### src/rtl/spi_crc_pkg.sv
package spi_crc_pkg;

  typedef enum logic [1:0] {
    PH_DATA  = 2'd0,
    PH_ARMED = 2'd1,
    PH_CRC   = 2'd2
  } phase_e;

  // strobes from the control to the datapath
  typedef struct packed {
    logic clearAcc;
    logic shiftAcc;
    logic clearRx;
    logic shiftRx;
    logic bitVal;
  } dpCtl_t;

endpackage

### src/rtl/spi_crc_sync.sv
module spi_crc_sync #(
  parameter int   STAGES = 2,
  parameter logic INIT   = 1'b0
) (
  input  logic clk,
  input  logic rstN,
  input  logic din,
  output logic dout
);

  logic [STAGES-1:0] pipe;

  generate
    if (STAGES == 1) begin : g_single
      always_ff @(posedge clk or negedge rstN) begin
        if (!rstN) pipe <= INIT;
        else       pipe <= din;
      end
    end else begin : g_chain
      always_ff @(posedge clk or negedge rstN) begin
        if (!rstN) pipe <= {STAGES{INIT}};
        else       pipe <= {pipe[STAGES-2:0], din};
      end
    end
  endgenerate

  assign dout = pipe[STAGES-1];

endmodule

### src/rtl/spi_crc_dp.sv
module spi_crc_dp
  import spi_crc_pkg::*;
#(
  parameter int               CRC_W      = 16,
  parameter logic [CRC_W-1:0] POLY_RESET = CRC_W'(7)
) (
  input  logic             clk,
  input  logic             rstN,
  input  dpCtl_t           ctl,
  input  logic             frame16,
  input  logic             polyWe,
  input  logic [CRC_W-1:0] polyWdata,
  output logic [CRC_W-1:0] acc,
  output logic             wordBad
);

  localparam int SHORT_W = CRC_W / 2;
  localparam logic [CRC_W-1:0] SHORT_MASK =
    {{(CRC_W-SHORT_W){1'b0}}, {SHORT_W{1'b1}}};

  logic [CRC_W-1:0] poly;
  logic [CRC_W-1:0] rxShift;
  logic [CRC_W-1:0] widthMask;
  logic [CRC_W-1:0] accNext;
  logic [CRC_W-1:0] rxNext;
  logic             topBit;
  logic             feedback;

  assign widthMask = frame16 ? {CRC_W{1'b1}} : SHORT_MASK;
  assign topBit    = frame16 ? acc[CRC_W-1] : acc[SHORT_W-1];
  assign feedback  = topBit ^ ctl.bitVal;
  assign accNext   = ({acc[CRC_W-2:0], 1'b0} ^ (feedback ? poly : '0)) & widthMask;
  assign rxNext    = {rxShift[CRC_W-2:0], ctl.bitVal} & widthMask;
  assign wordBad   = rxNext != acc;

  always_ff @(posedge clk or negedge rstN) begin
    if (!rstN)       poly <= POLY_RESET;
    else if (polyWe) poly <= polyWdata;
  end

  always_ff @(posedge clk or negedge rstN) begin
    if (!rstN)             acc <= '0;
    else if (ctl.clearAcc) acc <= '0;
    else if (ctl.shiftAcc) acc <= accNext;
  end

  always_ff @(posedge clk or negedge rstN) begin
    if (!rstN)            rxShift <= '0;
    else if (ctl.clearRx) rxShift <= '0;
    else if (ctl.shiftRx) rxShift <= rxNext;
  end

  // only a clear or a shift strobe may move the accumulator
  a_r4_acc_hold: assert property (@(posedge clk) disable iff (!rstN)
    (!ctl.clearAcc && !ctl.shiftAcc) |=> $stable(acc));

  // a clear strobe leaves the accumulator at zero
  a_r4_clear_zero: assert property (@(posedge clk) disable iff (!rstN)
    ctl.clearAcc |=> (acc == '0));

endmodule

### src/rtl/spi_crc_ctrl.sv
module spi_crc_ctrl
  import spi_crc_pkg::*;
#(
  parameter int CRC_W       = 16,
  parameter int SYNC_STAGES = 2
) (
  input  logic   clk,
  input  logic   rstN,
  input  logic   sck,
  input  logic   nss,
  input  logic   mosi,
  input  logic   crcEn,
  input  logic   spiEn,
  input  logic   crcNext,
  input  logic   tiMode,
  input  logic   cpol,
  input  logic   cpha,
  input  logic   frame16,
  input  logic   wordBad,
  input  logic   crcErrClr,
  output dpCtl_t dpCtl,
  output phase_e phase,
  output logic   crcErr
);

  localparam int SHORT_W = CRC_W / 2;
  localparam int CNT_W   = $clog2(CRC_W + 1);

  logic sckS, nssS, mosiS;
  logic sckPrev, crcEnPrev;
  logic effPol, effPha, sampleEdge, bitTick, enRise, lastBit, setErr;
  logic [CNT_W-1:0] bitCnt, frameLast;
  phase_e phaseNext;

  spi_crc_sync #(.STAGES(SYNC_STAGES), .INIT(1'b0)) u_syncSck
    (.clk(clk), .rstN(rstN), .din(sck),  .dout(sckS));
  spi_crc_sync #(.STAGES(SYNC_STAGES), .INIT(1'b1)) u_syncNss
    (.clk(clk), .rstN(rstN), .din(nss),  .dout(nssS));
  spi_crc_sync #(.STAGES(SYNC_STAGES), .INIT(1'b0)) u_syncMosi
    (.clk(clk), .rstN(rstN), .din(mosi), .dout(mosiS));

  // TI format forces idle-low clock with second-edge sampling
  assign effPol     = tiMode ? 1'b0 : cpol;
  assign effPha     = tiMode ? 1'b1 : cpha;
  assign sampleEdge = (effPol == effPha) ? (sckS & ~sckPrev) : (~sckS & sckPrev);
  assign bitTick    = sampleEdge & ~nssS;
  assign enRise     = crcEn & ~crcEnPrev;
  assign frameLast  = frame16 ? CNT_W'(CRC_W - 1) : CNT_W'(SHORT_W - 1);
  assign lastBit    = bitCnt == frameLast;

  always_comb begin
    dpCtl.clearAcc = enRise;
    dpCtl.shiftAcc = bitTick & crcEn & (phase != PH_CRC) & ~enRise;
    dpCtl.clearRx  = (phase == PH_ARMED) & ~crcNext;
    dpCtl.shiftRx  = bitTick & (phase == PH_CRC);
    dpCtl.bitVal   = mosiS;
  end

  always_comb begin
    phaseNext = phase;
    case (phase)
      PH_DATA:  if (spiEn && crcNext) phaseNext = PH_ARMED;
      PH_ARMED: if (!crcNext) phaseNext = PH_CRC;
      PH_CRC:   if (nssS || (bitTick && lastBit)) phaseNext = PH_DATA;
      default:  phaseNext = PH_DATA;
    endcase
    if (!crcEn || enRise) phaseNext = PH_DATA;
  end

  assign setErr = (phase == PH_CRC) & crcEn & (nssS | (bitTick & lastBit & wordBad));

  always_ff @(posedge clk or negedge rstN) begin
    if (!rstN) begin
      sckPrev   <= 1'b0;
      crcEnPrev <= 1'b0;
      phase     <= PH_DATA;
      bitCnt    <= '0;
      crcErr    <= 1'b0;
    end else begin
      sckPrev   <= sckS;
      crcEnPrev <= crcEn;
      phase     <= phaseNext;
      if (nssS)         bitCnt <= '0;
      else if (bitTick) bitCnt <= lastBit ? '0 : bitCnt + 1'b1;
      if (setErr)         crcErr <= 1'b1;
      else if (crcErrClr) crcErr <= 1'b0;
    end
  end

  // select released in the CRC phase flags a corrupted CRC
  a_r8_nss_abort: assert property (@(posedge clk) disable iff (!rstN)
    (phase == PH_CRC && nssS && crcEn) |=> crcErr);

  // the error flag holds until cleared
  a_r9_sticky: assert property (@(posedge clk) disable iff (!rstN)
    (crcErr && !crcErrClr) |=> crcErr);

  // releasing the request while armed opens the CRC phase
  a_r6_phase_entry: assert property (@(posedge clk) disable iff (!rstN)
    (phase == PH_ARMED && !crcNext && crcEn && crcEnPrev) |=> (phase == PH_CRC));

endmodule

### src/rtl/spi_crc_slave.sv
module spi_crc_slave
  import spi_crc_pkg::*;
#(
  parameter int               CRC_W       = 16,
  parameter int               SYNC_STAGES = 2,
  parameter logic [CRC_W-1:0] POLY_RESET  = CRC_W'(7)
) (
  input  logic             clk,
  input  logic             rstN,
  input  logic             sck,
  input  logic             nss,
  input  logic             mosi,
  input  logic             crcEn,
  input  logic             spiEn,
  input  logic             crcNext,
  input  logic             tiMode,
  input  logic             cpol,
  input  logic             cpha,
  input  logic             frame16,
  input  logic             polyWe,
  input  logic [CRC_W-1:0] polyWdata,
  input  logic             crcErrClr,
  input  logic             errIe,
  input  logic             modeFault,
  input  logic             overrun,
  input  logic             tiFrameErr,
  output logic [CRC_W-1:0] crcValue,
  output logic             crcErr,
  output logic             errIrq
);

  dpCtl_t dpCtl;
  phase_e phase;
  logic   wordBad;

  spi_crc_ctrl #(.CRC_W(CRC_W), .SYNC_STAGES(SYNC_STAGES)) u_ctrl (
    .clk(clk), .rstN(rstN), .sck(sck), .nss(nss), .mosi(mosi),
    .crcEn(crcEn), .spiEn(spiEn), .crcNext(crcNext), .tiMode(tiMode),
    .cpol(cpol), .cpha(cpha), .frame16(frame16), .wordBad(wordBad),
    .crcErrClr(crcErrClr), .dpCtl(dpCtl), .phase(phase), .crcErr(crcErr)
  );

  spi_crc_dp #(.CRC_W(CRC_W), .POLY_RESET(POLY_RESET)) u_dp (
    .clk(clk), .rstN(rstN), .ctl(dpCtl), .frame16(frame16),
    .polyWe(polyWe), .polyWdata(polyWdata), .acc(crcValue), .wordBad(wordBad)
  );

  assign errIrq = errIe & (crcErr | modeFault | overrun | tiFrameErr);

  // the received CRC word never reaches the accumulator
  a_r6_acc_frozen: assert property (@(posedge clk) disable iff (!rstN)
    (phase == PH_CRC && crcEn) |=> $stable(crcValue));

endmodule

### config.mk
export PLATFORM = sky130hd
export DESIGN_NAME = spi_crc_slave
export DESIGN_NICKNAME = d
export VERILOG_FILES = /design/src/rtl/spi_crc_pkg.sv /design/src/rtl/spi_crc_sync.sv /design/src/rtl/spi_crc_dp.sv /design/src/rtl/spi_crc_ctrl.sv /design/src/rtl/spi_crc_slave.sv
export SDC_FILE = /design/constraint.sdc
export NUM_CORES = 1
export LEC_CHECK = 0
export BUFFER_PORTS_ARGS = -buffer_cell sky130_fd_sc_hd__buf_2
export CAP_MARGIN = 15
export CORE_MARGIN = 2
export CORE_UTILIZATION = 50
export CTS_CLUSTER_DIAMETER = 200
export CTS_CLUSTER_SIZE = 30
export DETAILED_ROUTE_END_ITERATION = 10
export HOLD_SLACK_MARGIN = 0.05
export PLACE_DENSITY = 0.75
export SKIP_LAST_GASP = 1
export SLEW_MARGIN = 20
export SYNTH_ARGS = -nofsm -noshare
export SYNTH_HDL_FRONTEND = slang
export SYNTH_SLANG_ARGS = --single-unit
### constraint.sdc
create_clock -name clk -period 2.01 [get_ports clk]
set_clock_uncertainty 0.2 [all_clocks]
set_input_delay 0.201 -clock clk [delete_from_list [all_inputs] [get_ports clk]]
set_output_delay 0.201 -clock clk [all_outputs]
set_load 0.005 [all_outputs]
# == Yosys cells after proc, flatten, opt, wreduce, memory -nomap -nowiden ==
# Index checks and enable logic that the tools add are counted.
# word_totals
reg_bits,63
in_bits,34
# op_classes
n_addsub,1
n_eq_ne,9
mux,21
bitwise,28
n_reduce_logical,11
# ops
op,n
16-bit 2-to-1 mux,4
16-bit bitwise AND,2
15-bit 2-to-1 mux,2
16-bit != test,1
16-bit XOR,1
5-bit 2-to-1 mux,3
1-bit bitwise AND,14
2-bit 2-to-1 mux,4
2-bit nonzero test,4
1-bit 2-to-1 mux,6
3-bit != test (second input constant),2
1-bit inverter,6
2-bit case mux with 3 select lines,1
5-bit by 1-bit adder with 5-bit output (second input constant),1
5-bit equality test,1
4-bit 2-to-1 mux,1
1-bit bitwise OR,4
3-bit by 1-bit != test with 1-bit output (second input constant),1
3-bit AND reduction,1
2-bit by 1-bit equality test with 1-bit output (second input constant),1
2-bit equality test (second input constant),1
1-bit logical AND,2
2-bit zero test,1
1-bit logical OR,2
other kinds (4),4

# == Logic depth before layout (Yosys ltp) ==
# Gate-level depths: netlist (run 1).
# logic_depth
depth_word,9
depth_mapped,7
depth_no_buf,6

# == Cells and area by module ==
# A second synthesis (run 1) with hierarchy kept.
# unflattened
hier_cells,303
hier_area_um2,3138.0
# modules_own_cells
module,instances,cells_each,area_each_um2,seq_area_each_um2
spi_crc_dp,1,233,2371.0,1179.9
spi_crc_ctrl,1,63,603.1,250.2
spi_crc_sync (u_ctrl.u_syncMosi ...),2,2,50.0,50.0
spi_crc_sync (u_ctrl.u_syncNss),1,2,52.6,52.6
spi_crc_slave,1,1,11.3,0.0

# == Worst setup path after synthesis (run 1) ==
# Ideal clock, no wire load.
# synth_path
path_kind,register -> register
start,reg u_ctrl.sckPrev
end,reg u_dp.acc[10]
setup_time_ns,0.129
arrival_ns,1.725
setup_slack_ns,-0.044
path_stages_with_launch,6
period_less_slack_ns,2.054
cell_sequence,dfrtp_1 -> or4b_4 -> a211oi_4 -> o21ai_1 -> buf_2 -> o2bb2ai_1
# synth_between
elab_chain_len,8
# synth_rtl
item,line_no,text
"start, declared",spi_crc_ctrl.sv:30,"logic sckPrev, crcEnPrev;"
"start signal, assigned",spi_crc_ctrl.sv:80,sckPrev <= sckS;
1-bit inverter,spi_crc_ctrl.sv:45,assign sampleEdge = (effPol == effPha) ? (sckS & ~sckPrev) : (~sckS & sckPrev);
1-bit bitwise AND,spi_crc_ctrl.sv:45,
1-bit 2-to-1 mux (*),spi_crc_ctrl.sv:45,
1-bit bitwise AND (*),spi_crc_ctrl.sv:46,assign bitTick = sampleEdge & ~nssS;
1-bit bitwise AND (*) (3 in series),spi_crc_ctrl.sv:53,dpCtl.shiftAcc = bitTick & crcEn & (phase != PH_CRC) & ~enRise;
2-bit nonzero test (no source line) (*),--,
"end signal, assigned",spi_crc_dp.sv:44,else if (ctl.shiftAcc) acc <= accNext;
"end, declared",spi_crc_dp.sv:13,"output logic [CRC_W-1:0] acc,"
# Mark *: on every way between the ends. The rest lies on a longest branch, timed or not.
# A chain may end at the register's enable or synchronous reset.

# == Worst setup path in the final report (run 1) ==
# layout_path
start,reg u_ctrl.sckPrev
end,reg u_dp.acc[15]
# Same word-level chain as after synthesis.

==> results of run 1 <==
-- flip-flops by register name, summed over array words and instances (netlist names) --
register,count
u_ctrl.bitCnt,5
u_ctrl.crcEnPrev,1
u_ctrl.crcErr,1
u_ctrl.phase,2
u_ctrl.sckPrev,1
u_ctrl.u_syncMosi.pipe,2
u_ctrl.u_syncNss.pipe,2
u_ctrl.u_syncSck.pipe,2
u_dp.acc,16
u_dp.poly,16
u_dp.rxShift,15
-- placed cells by master (no fill, tap or decap), drive strengths merged, types with 3 or more instances in the layout --
master,Yosys,layout
nand3,14,14
dfstp,5,5
xor2,23,23
nand2,45,45
nor4bb,3,3
a21oi,10,10
o21ai,18,18
a22oi,5,5
o2bb2ai,15,15
nor2,10,10
dlygate4sd3,0,25
a31o,3,3
nor2b,3,3
clkbuf,6,13
buf,4,72
dfrtp,58,58
mux2,16,16
xnor2,8,8
-- cell type report --
cell class	count	area, µm²	area share
clock buffer	13	169	0.0426
clock inverter	3	17.5	0.00442
inverter	2	7.51	0.00189
multi-input combinational	201	1390	0.349
sequential	63	1580	0.399
tap	75	93.8	0.0237
timing repair buffer	97	708	0.179
-- worst max path at each step --
stage,from,endpoint,slack [ns]
2_1_floorplan,u_ctrl.sckPrev,u_dp.acc[10],0.002
3_3_place_gp,cpol,u_dp.acc[5],-0.08
3_5_place_dp,cpol,u_dp.acc[3],-0.17
4_1_cts,u_ctrl.sckPrev,u_dp.acc[12],0.01
5_1_grt,u_ctrl.sckPrev,u_dp.acc[12],-0.03
6_report,u_ctrl.sckPrev,u_dp.acc[15],0.03
-- Yosys cell counts, types with 3 or more instances --
| cell | count | area, µm² |
|---|---|---|
| dfrtp_1 | 58 | 1450 |
| nand2_1 | 45 | 169 |
| xor2_1 | 23 | 201 |
| o21ai_0 | 17 | 85.1 |
| mux2_2 | 16 | 180 |
| o2bb2ai_1 | 15 | 131 |
| nand3_1 | 14 | 70.1 |
| a21oi_1 | 10 | 50.1 |
| nor2_1 | 10 | 37.5 |
| xnor2_1 | 8 | 70.1 |
| clkbuf_1 | 6 | 22.5 |
| a22oi_1 | 5 | 37.5 |
| dfstp_2 | 5 | 131 |
| a31o_2 | 3 | 26.3 |
| nor2b_1 | 3 | 18.8 |
| nor4bb_1 | 3 | 30.0 |
-- cell families (layout without fill, tap and decap cells) --
| kind of cell | Yosys count | after routing |
|---|---|---|
| AO/OA/AOI/OAI | 60 | 60 |
| flip-flops | 63 | 63 |
| buffers and inverters | 12 | 115 |
| multiplexers | 17 | 17 |
| adder cells (fa/ha/maj) | 1 | 1 |
| AND/OR/NAND/NOR | 92 | 92 |
| XOR/XNOR | 31 | 31 |
-- per-layer routing --
layer / part of all wire / wire, µm / up-vias / GRT usage
li1: - / - / 1174 / -
met1: 0.45 / 3110 / 1211 / 0.289
met2: 0.50 / 3460 / 54 / 0.366
met3: 0.037 / 253 / 9 / 0.0444
met4: 0.012 / 83 / 0 / 0.0949
met5: 0 / 0 / - / 0
-- power by group through the flow --
stage / combinational (mW) / sequential [mW] / clock [mW]
global placement: 0.280 / 1.40 / 0
finish: 0.344 / 1.38 / 1.03
CTS: 0.333 / 1.38 / 1.05
global route: 0.378 / 1.39 / 1.10
floorplan: 0.158 / 1.39 / 0
detailed placement: 0.291 / 1.40 / 0
-- through the flow --
| step | cell area (µm²) | instances | power [mW] |
|---|---|---|---|
| 3_5_place_dp | 3450 | 410 | 1.69 |
| 4_1_cts | 3910 | 452 | 2.76 |
| 2_1_floorplan | 2980 | 276 | 1.55 |
| 5_1_grt | 3960 | 454 | 2.87 |
| 3_3_place_gp | 3450 | 410 | 1.68 |
| 6_report | 3960 | 454 | 2.75 |
-- critical path, cell delays in order, from the launching register on --
cell,delay (ns)
dfrtp_1,0.38
or4b_4,0.54
a211oi_4,0.23
buf_6,0.15
nand4_1,0.11
buf_6,0.16
o2bb2ai_1,0.14
-- repair_timing --
action	CTS	global route
resized for setup	3	6
setup endpoints to repair	15	15
pin swaps	1	2
hold buffers	25	0
endpoints found under the hold margin	82	0
buffers inserted	1	2
==> impl_metrics.yaml, run 1 <==
status:
  outcome: "complete, no violations"
cells_and_area:
  area_growth_pct: 33.1
  antenna_cells: 0
  nFillCells: 450
  drive_gt1_frac: 0.314
  nNetsFinal: 409
  final_util: 0.678
die:
  ios: 52
  die_area_um2: 6590
  core-area_um2: 5850
  initial_core_util: 0.509
  chipHeight_um: 81.2
  rows: 28
  dieWidth_um: 81.2
clock_tree:
  clock-sinks: 63
  tritoncts: "built"
  htree_levels: 3
  insertion_delay_ns: 0.34
  path_clk_slew_ns: 0.08
  cts-buffers-inserted: 9
  root_buffer: "clkbuf_8"
  clock_path_buffers: 2
logic_synthesis:
  synth-async-reset-ratio: 1.00
  yosys_warnings: 0
  syn_nets: 311
  ys_seq_area_frac: 0.531
  postSynthRegisterBits: 63
  synth_compound_area_frac: 0.141
  ys.flop_type: "dfrtp_1"
  syn-cell-area_um2: 2980
  synth.avg_cell_area_um2: 10.8
  synth_xor_area_frac: 0.0911
  synth.distinct_cells: 42
  synthSimpleGateAreaFrac: 0.152
  synth_fa_ha_area_frac: 0.00420
  synth_top_family_by_area: "simple AND/OR/NAND/NOR gates"
  muxShareOfSynthArea: 0.0638
  synthCells: 276
  synth_edf_count: 0
worst_setup_path:
  end_kind: "flip-flop"
  crit_fanout: 8
  timing.rr.end: "u_dp.acc[15]"
  required_ns: 2.08
  worstSetupPathType: "reg2reg"
  reg2reg_depth: 6
  crit_arrival_ns: 2.05
  crit_path_start_kind: "flip-flop"
  rr_startpoint: "u_ctrl.sckPrev"
  ff2ff_setup_slack_ns: 0.03
route:
  drt_iter0_markers: 164
  first_pass_iters: 4
  vias_per_cell: 5.39
  drcViolationCount: 0
  routed_wl_um: 6900
  wire_per_inst_um: 15.2
  final_antenna_net_count: 0
  vias: 2448
pwr:
  clockPowerShare: 0.374
  p_sw_frac: 0.252
  internal_power_mw: 2.06
  pwr-share-seq: 0.501
  switchingPower_uw: 695
  p_per_area_nw_per_um2: 695
  p_leak_nw: 1.84
  ir_drop_v: 0.000482
  combPwrFrac: 0.125
sta:
  max_slew.worst_pin.slew_ns: 0.651
  rsz0062_at_grt: "true"
  setup_ws_ns: 0.0322
  fmax_mhz: 506
  setup_viol: 0
  period_share: 0.984
  finalHoldViolCount: 0
  slew_violations: 0
  whs_ns: 0.148
  finalSetupTns_ns: 0
  period_needed_ns: 1.98
  slew_headroom: 0.563
placed_design:
  hpwl_um: 4780
  pre_cts_ws_ns: -0.168
  io_buffers: 51
  place.gp.congestion: 0.780
global_route:
  grt.overflow.total: 0
  grt_first_pass_wirelength_um: 11200
  grt_usage: 0.223
  antenna_found_initial: 0
  grt_max_degree: 27
  grt_pass1_vias: 2405
run:
  max_cap_violations: 0
worst_hold_path:
  hold_class: "in2async"
No activity file was read; power rests on OpenSTA's default activity.
==> run 2: changes to the inputs <==
- ABC_AREA: not set -> 1
- CAP_MARGIN: 15 -> not set
==> run 2 against run 1 <==
First-iteration DRC count is 20% higher. Synthesized area up 10%. Worst hold slack got worse by 0.079 ns. Final area is 1.8% higher. Utilization down 4.2 points. Die area increased by 9.7%. Clock power is 6% higher. Register-to-register slack better by 0.22 ns. Non-clock buffer count is 19 lower. Fmax is 9.4% higher. Critical endpoint is now u_dp.acc[10]. Highest routed layer unchanged.
==> impl_metrics.yaml, run 2 <==
status:
  outcome: "complete, no violations"
sta:
  max_slew.worst_pin.slew_ns: 0.556
  finalHoldViolCount: 0
  rsz0062_at_grt: "false"
  fmax_mhz: 553
  period_share: 0.900
  setup_viol: 0
  slew_violations: 0
  period_needed_ns: 1.81
  finalSetupTns_ns: 0
  slew_headroom: 0.628
clock_tree:
  cts_resized: 0
  tritoncts: "built"
  clock-sinks: 63
  cts_setup_buffers: 0
  path_clk_slew_ns: 0.06
  clock_path_buffers: 2
  cts-buffers-inserted: 9
  insertion_delay_ns: 0.35
  root_buffer: "clkbuf_8"
  cts_hold_buf: 24
  htree_levels: 3
pwr:
  p_leak_nw: 2.05
  ir_drop_v: 0.000669
  p_per_area_nw_per_um2: 774
  total_power_mw: 3.12
logic_synthesis:
  yosysMostFrequentCell: "nand2_1"
  synth.distinct_cells: 32
  postSynthRegisterBits: 63
  synth_edf_count: 0
  ys_seq_area_frac: 0.482
  synthCells: 411
  yosys_warnings: 0
  synth_top_area_share: 0.442
  synth_common_cells: "nand2_1, nand3_1, dfrtp_1"
  synth_top_area_cell: "dfrtp_1"
  synth_area_leaders: "dfrtp_1, nand2_1, nand3_1, inv_1, o21ai_0"
  synth.avg_cell_area_um2: 7.99
  ys.flop_type: "dfrtp_1"
  synth-async-reset-ratio: 1.00
  syn-cell-area_um2: 3280
  syn_nets: 446
cells_and_area:
  drive_gt1_frac: 0.204
  reg.largest.list: "u_dp.acc: 16 flops, u_dp.poly: 16 flops, u_dp.rxShift: 15 flops"
  layout_common_cells: "nand2_1, nand3_1, dfrtp_1"
  area_growth_pct: 22.8
  final_common_cell: "nand2_1"
  nNetsFinal: 525
  instances_no_fill: 572
  nFillCells: 528
  antenna_cells: 0
die:
  rows: 29
  initial_core_util: 0.517
  chipHeight_um: 85.1
  ios: 52
  die_area_um2: 7230
  core-area_um2: 6350
  dieWidth_um: 85.1
run:
  max_cap_violations: 0
route:
  vias_per_cell: 5.05
  drt_iter0_markers: 197
  vias: 2886
  first_pass_iters: 4
  routed_wl_um: 7110
  final_antenna_net_count: 0
  wire_per_inst_um: 12.4
  drcViolationCount: 0
global_route:
  grt_usage: 0.218
  grt.overflow.total: 0
  antenna_found_initial: 0
  grt_max_degree: 64
  grt_pass1_vias: 2882
  grt_first_pass_wirelength_um: 12600
worst_setup_path:
  crit_fanout: 7
  crit_family: "buffers and inverters"
  crit_arrival_ns: 1.86
  slowest_stage: "dlygate4sd3_1"
  end_kind: "flip-flop"
  required_ns: 2.06
  path_cells: "dlygate4sd3_1 -> buf_2 -> inv_1 -> nor2_2 -> nor2_1 -> nand3_1 -> o21ai_0"
  slowest_delay_ns: 0.54
  crit_path_start_kind: "input port"
  worstSetupPathType: "in2reg"
  crit_buf_inv: 3
placed_design:
  dp.cells: 532
  hpwl_um: 5090
  io_buffers: 51
  place.gp.congestion: 0.853
worst_hold_path:
  hold_class: "in2reg"
==> run 2: worst paths after layout <==
check / start / to / slack, ns / cells past startpoint
max: crcEn / u_dp.acc[10] / 0.20 / 7
min: polyWe / u_dp.poly[0] / 0.07 / 3
max reg2reg: u_ctrl.bitCnt[0] / u_ctrl.phase[1] / 0.25 / 6
min reg2reg: u_ctrl.u_syncMosi.pipe[0] / u_ctrl.u_syncMosi.pipe[1] / 0.15 / 0
max in group asynchronous: rstN / u_dp.poly[0] / 1.10 / 3
min in group asynchronous: rstN / u_ctrl.u_syncSck.pipe[1] / 0.18 / 3
==> run 2: cell type report <==
cell class | instances | area (µm²) | share of cell area
clock buffers | 10 | 138 | 0.0341
clock inverters | 6 | 60.1 | 0.0149
inverters | 60 | 230 | 0.0571
multi-input cells | 278 | 1400 | 0.346
flip-flops and latches | 63 | 1580 | 0.392
well taps | 77 | 96.3 | 0.0239
repair buffers | 78 | 531 | 0.132
==> run 2: power by group <==
part | internal [mW] | leakage (nW) | switching, mW
combinational | 0.236 | 1.14 | 0.307
sequential | 1.37 | 0.811 | 0.119
clock | 0.599 | 0.0981 | 0.490
total | 2.21 | 2.05 | 0.915
==> run 2: metal layers <==
layer	share of wire	vias to the layer above	track usage
met3	0.046	13	0.0399
met5	0	-	0
li1	-	1479	-
met4	0.022	0	0.115
met2	0.46	82	0.340
met1	0.47	1312	0.291
==> run 2: logic make-up (layout without fill, tap and decap cells) <==
kind of cell	Yosys count	after routing	share of synthesized area
adders and majority gates	1	1	0.00381
muxes	7	7	0.0240
and+or+nand+nor	209	209	0.286
buffers and inverters	70	154	0.0930
AOI/OAI and AO/OA	56	56	0.0979
DFF	63	63	0.482
xor gates and xnor gates	5	5	0.0133
==> run 2: worst reg2reg max path, delay by kind of cell (launching register included) <==
| kind | cells | cell delay (ns) |
|---|---|---|
| AOI/OAI and AO/OA | 2 | 0.47 |
| adders and majority gates | 1 | 0.19 |
| and+or+nand+nor | 2 | 0.28 |
| DFF | 1 | 0.39 |
| buffers and inverters | 1 | 0.09 |
==> run 2: stage by stage <==
stage          hold slack [ns]  setup slack [ns]  utilization  area (µm²)
2_1_floorplan           -0.295             0.420            -        3280
4_1_cts                 0.0562             0.253        0.635        4030
6_report                0.0691             0.202        0.635        4030
3_3_place_gp            0.0388             0.243        0.566        3600
5_1_grt                  0.122            0.0828        0.635        4030
3_5_place_dp            0.0383             0.206        0.566        3600
==> run 3: changes to the inputs <==
- GPL_ROUTABILITY_DRIVEN: not set -> 0
- RECOVER_POWER: not set -> 50
==> run 3 against run 2 <==
Via count increased by 2.2%. Combinational power fell by 0.7%. Critical path type unchanged. Sequential power about the same. Non-clock buffer count unchanged. Critical endpoint unchanged. Clock-buffer cell count is the same.
==> impl_metrics.yaml, run 3 (synthesized netlist as in run 2, its figures left out) <==
route:
  routed_wl_um: 7200
  vias: 2949
  drcViolationCount: 0
  final_antenna_net_count: 0
  first_pass_iters: 5
  vias_per_cell: 5.16
  drt_iter0_markers: 223
  wire_per_inst_um: 12.6
global_route:
  grt_pass1_vias: 2882
  grt.overflow.total: 0
  grt_max_degree: 64
  grt_first_pass_wirelength_um: 12600
  antenna_found_initial: 0
  grt_usage: 0.218
clock_tree:
  path_clk_slew_ns: 0.06
  clock_path_buffers: 2
  insertion_delay_ns: 0.35
  cts-buffers-inserted: 9
  tritoncts: "built"
  clock-sinks: 63
  root_buffer: "clkbuf_8"
  htree_levels: 3
  cts_resized: 0
worst_setup_path:
  rr_startpoint: "u_ctrl.bitCnt[0]"
  crit_path_start_kind: "input port"
  timing.rr.end: "u_ctrl.phase[1]"
  reg2reg_depth: 6
  crit_fanout: 7
  required_ns: 2.07
  ff2ff_setup_slack_ns: 0.23
  crit_arrival_ns: 1.87
  end_kind: "flip-flop"
  worstSetupPathType: "in2reg"
die:
  dieWidth_um: 85.1
  core-area_um2: 6350
  initial_core_util: 0.517
  chipHeight_um: 85.1
  die_area_um2: 7230
  rows: 29
  ios: 52
worst_hold_path:
  whs_endpoint: "u_dp.poly[0]"
  hold_class: "in2reg"
  hold_path_depth: 3
  min_from: "polyWe"
status:
  outcome: "complete, no violations"
placed_design:
  io_buffers: 51
  pre_cts_ws_ns: 0.206
  dp.cells: 532
  hpwl_um: 5090
sta:
  max_slew.worst_pin.slew_ns: 0.840
  rsz0062_at_grt: "false"
  finalHoldViolCount: 0
  setup_ws_ns: 0.196
  finalSetupTns_ns: 0
  fmax_mhz: 551
  period_needed_ns: 1.81
  slew_violations: 0
  setup_viol: 0
  period_share: 0.903
  slew_headroom: 0.440
cells_and_area:
  instances_no_fill: 572
  drive_gt1_frac: 0.202
  nNetsFinal: 525
  layout_common_cells: "nand2_1, nand3_1, dfrtp_1"
  area_growth_pct: 22.4
  final_common_cell: "nand2_1"
  antenna_cells: 0
  reg.largest.list: "u_dp.acc: 16 flops, u_dp.poly: 16 flops, u_dp.rxShift: 15 flops"
pwr:
  internal_power_mw: 2.20
  p_sw_frac: 0.294
  pwr-share-seq: 0.477
  p_leak_nw: 2.05
  p_per_area_nw_per_um2: 776
  combPwrFrac: 0.173
  clockPowerShare: 0.350
  ir_drop_v: 0.000670
  switchingPower_uw: 916
run:
  max_cap_violations: 0
## run 3: worst max path at each step
stage                                   startpoint      endpoint  slack [ns]  depth (start not counted)
after floorplan           u_ctrl.u_syncSck.pipe[1]   u_dp.acc[7]        0.42                         11
after global placement                     frame16  u_dp.acc[13]        0.24                         10
after detailed placement                   frame16  u_dp.acc[13]        0.21                         10
after CTS                                    crcEn  u_dp.acc[10]        0.25                          7
after global routing                         crcEn  u_dp.acc[10]        0.08                          7
final                                        crcEn  u_dp.acc[10]        0.20                          7
## run 3: repair_timing
item                                   4_1_cts  5_1_grt
hold buffers                                24        0
buffers inserted                             0        0
endpoints found under the hold margin       86        0
## run 3: cell type report
class | count | area [µm²]
Sequential cell | 63 | 1580
Clock buffer | 10 | 138
Inverter | 60 | 230
Timing Repair Buffer | 78 | 517
Clock inverter | 6 | 60.1
Tap cell | 77 | 96.3
Multi-Input combinational cell | 278 | 1400
Fill cell | 531 | 2330
## run 3: worst max-delay path, stage by stage
cell,delay [ns]
dlygate4sd3_1,0.54
clkbuf_1,0.13
inv_1,0.11
nor2_2,0.07
nor2_1,0.43
nand3_1,0.19
o21ai_0,0.19
## run 3: through the flow
step                hold slack [ns]  utilization  area [µm²]  total power, mW
global route                  0.122        0.633        4020             3.31
CTS                          0.0562        0.635        4030             3.15
finish                       0.0703        0.633        4020             3.12
global placement             0.0388        0.566        3600             2.00
floorplan                    -0.295            -        3280             1.83
detailed placement           0.0383        0.566        3600             2.02
## run 3: power by group through the flow
stage                     registers, mW  clock network [mW]  logic (mW)
after global routing               1.50                1.18       0.620
after detailed placement           1.51                   0       0.510
after CTS                          1.49                1.12       0.547
final                              1.49                1.09       0.539
after global placement             1.51                   0       0.493
after floorplan                    1.48                   0       0.349
## run 3: routing by layer
layer	GRT usage	vias to the layer above	share of wire
li1	-	1481	-
met1	0.291	1359	0.46
met2	0.340	97	0.47
met3	0.0399	12	0.052
met4	0.115	0	0.020
met5	0	-	0
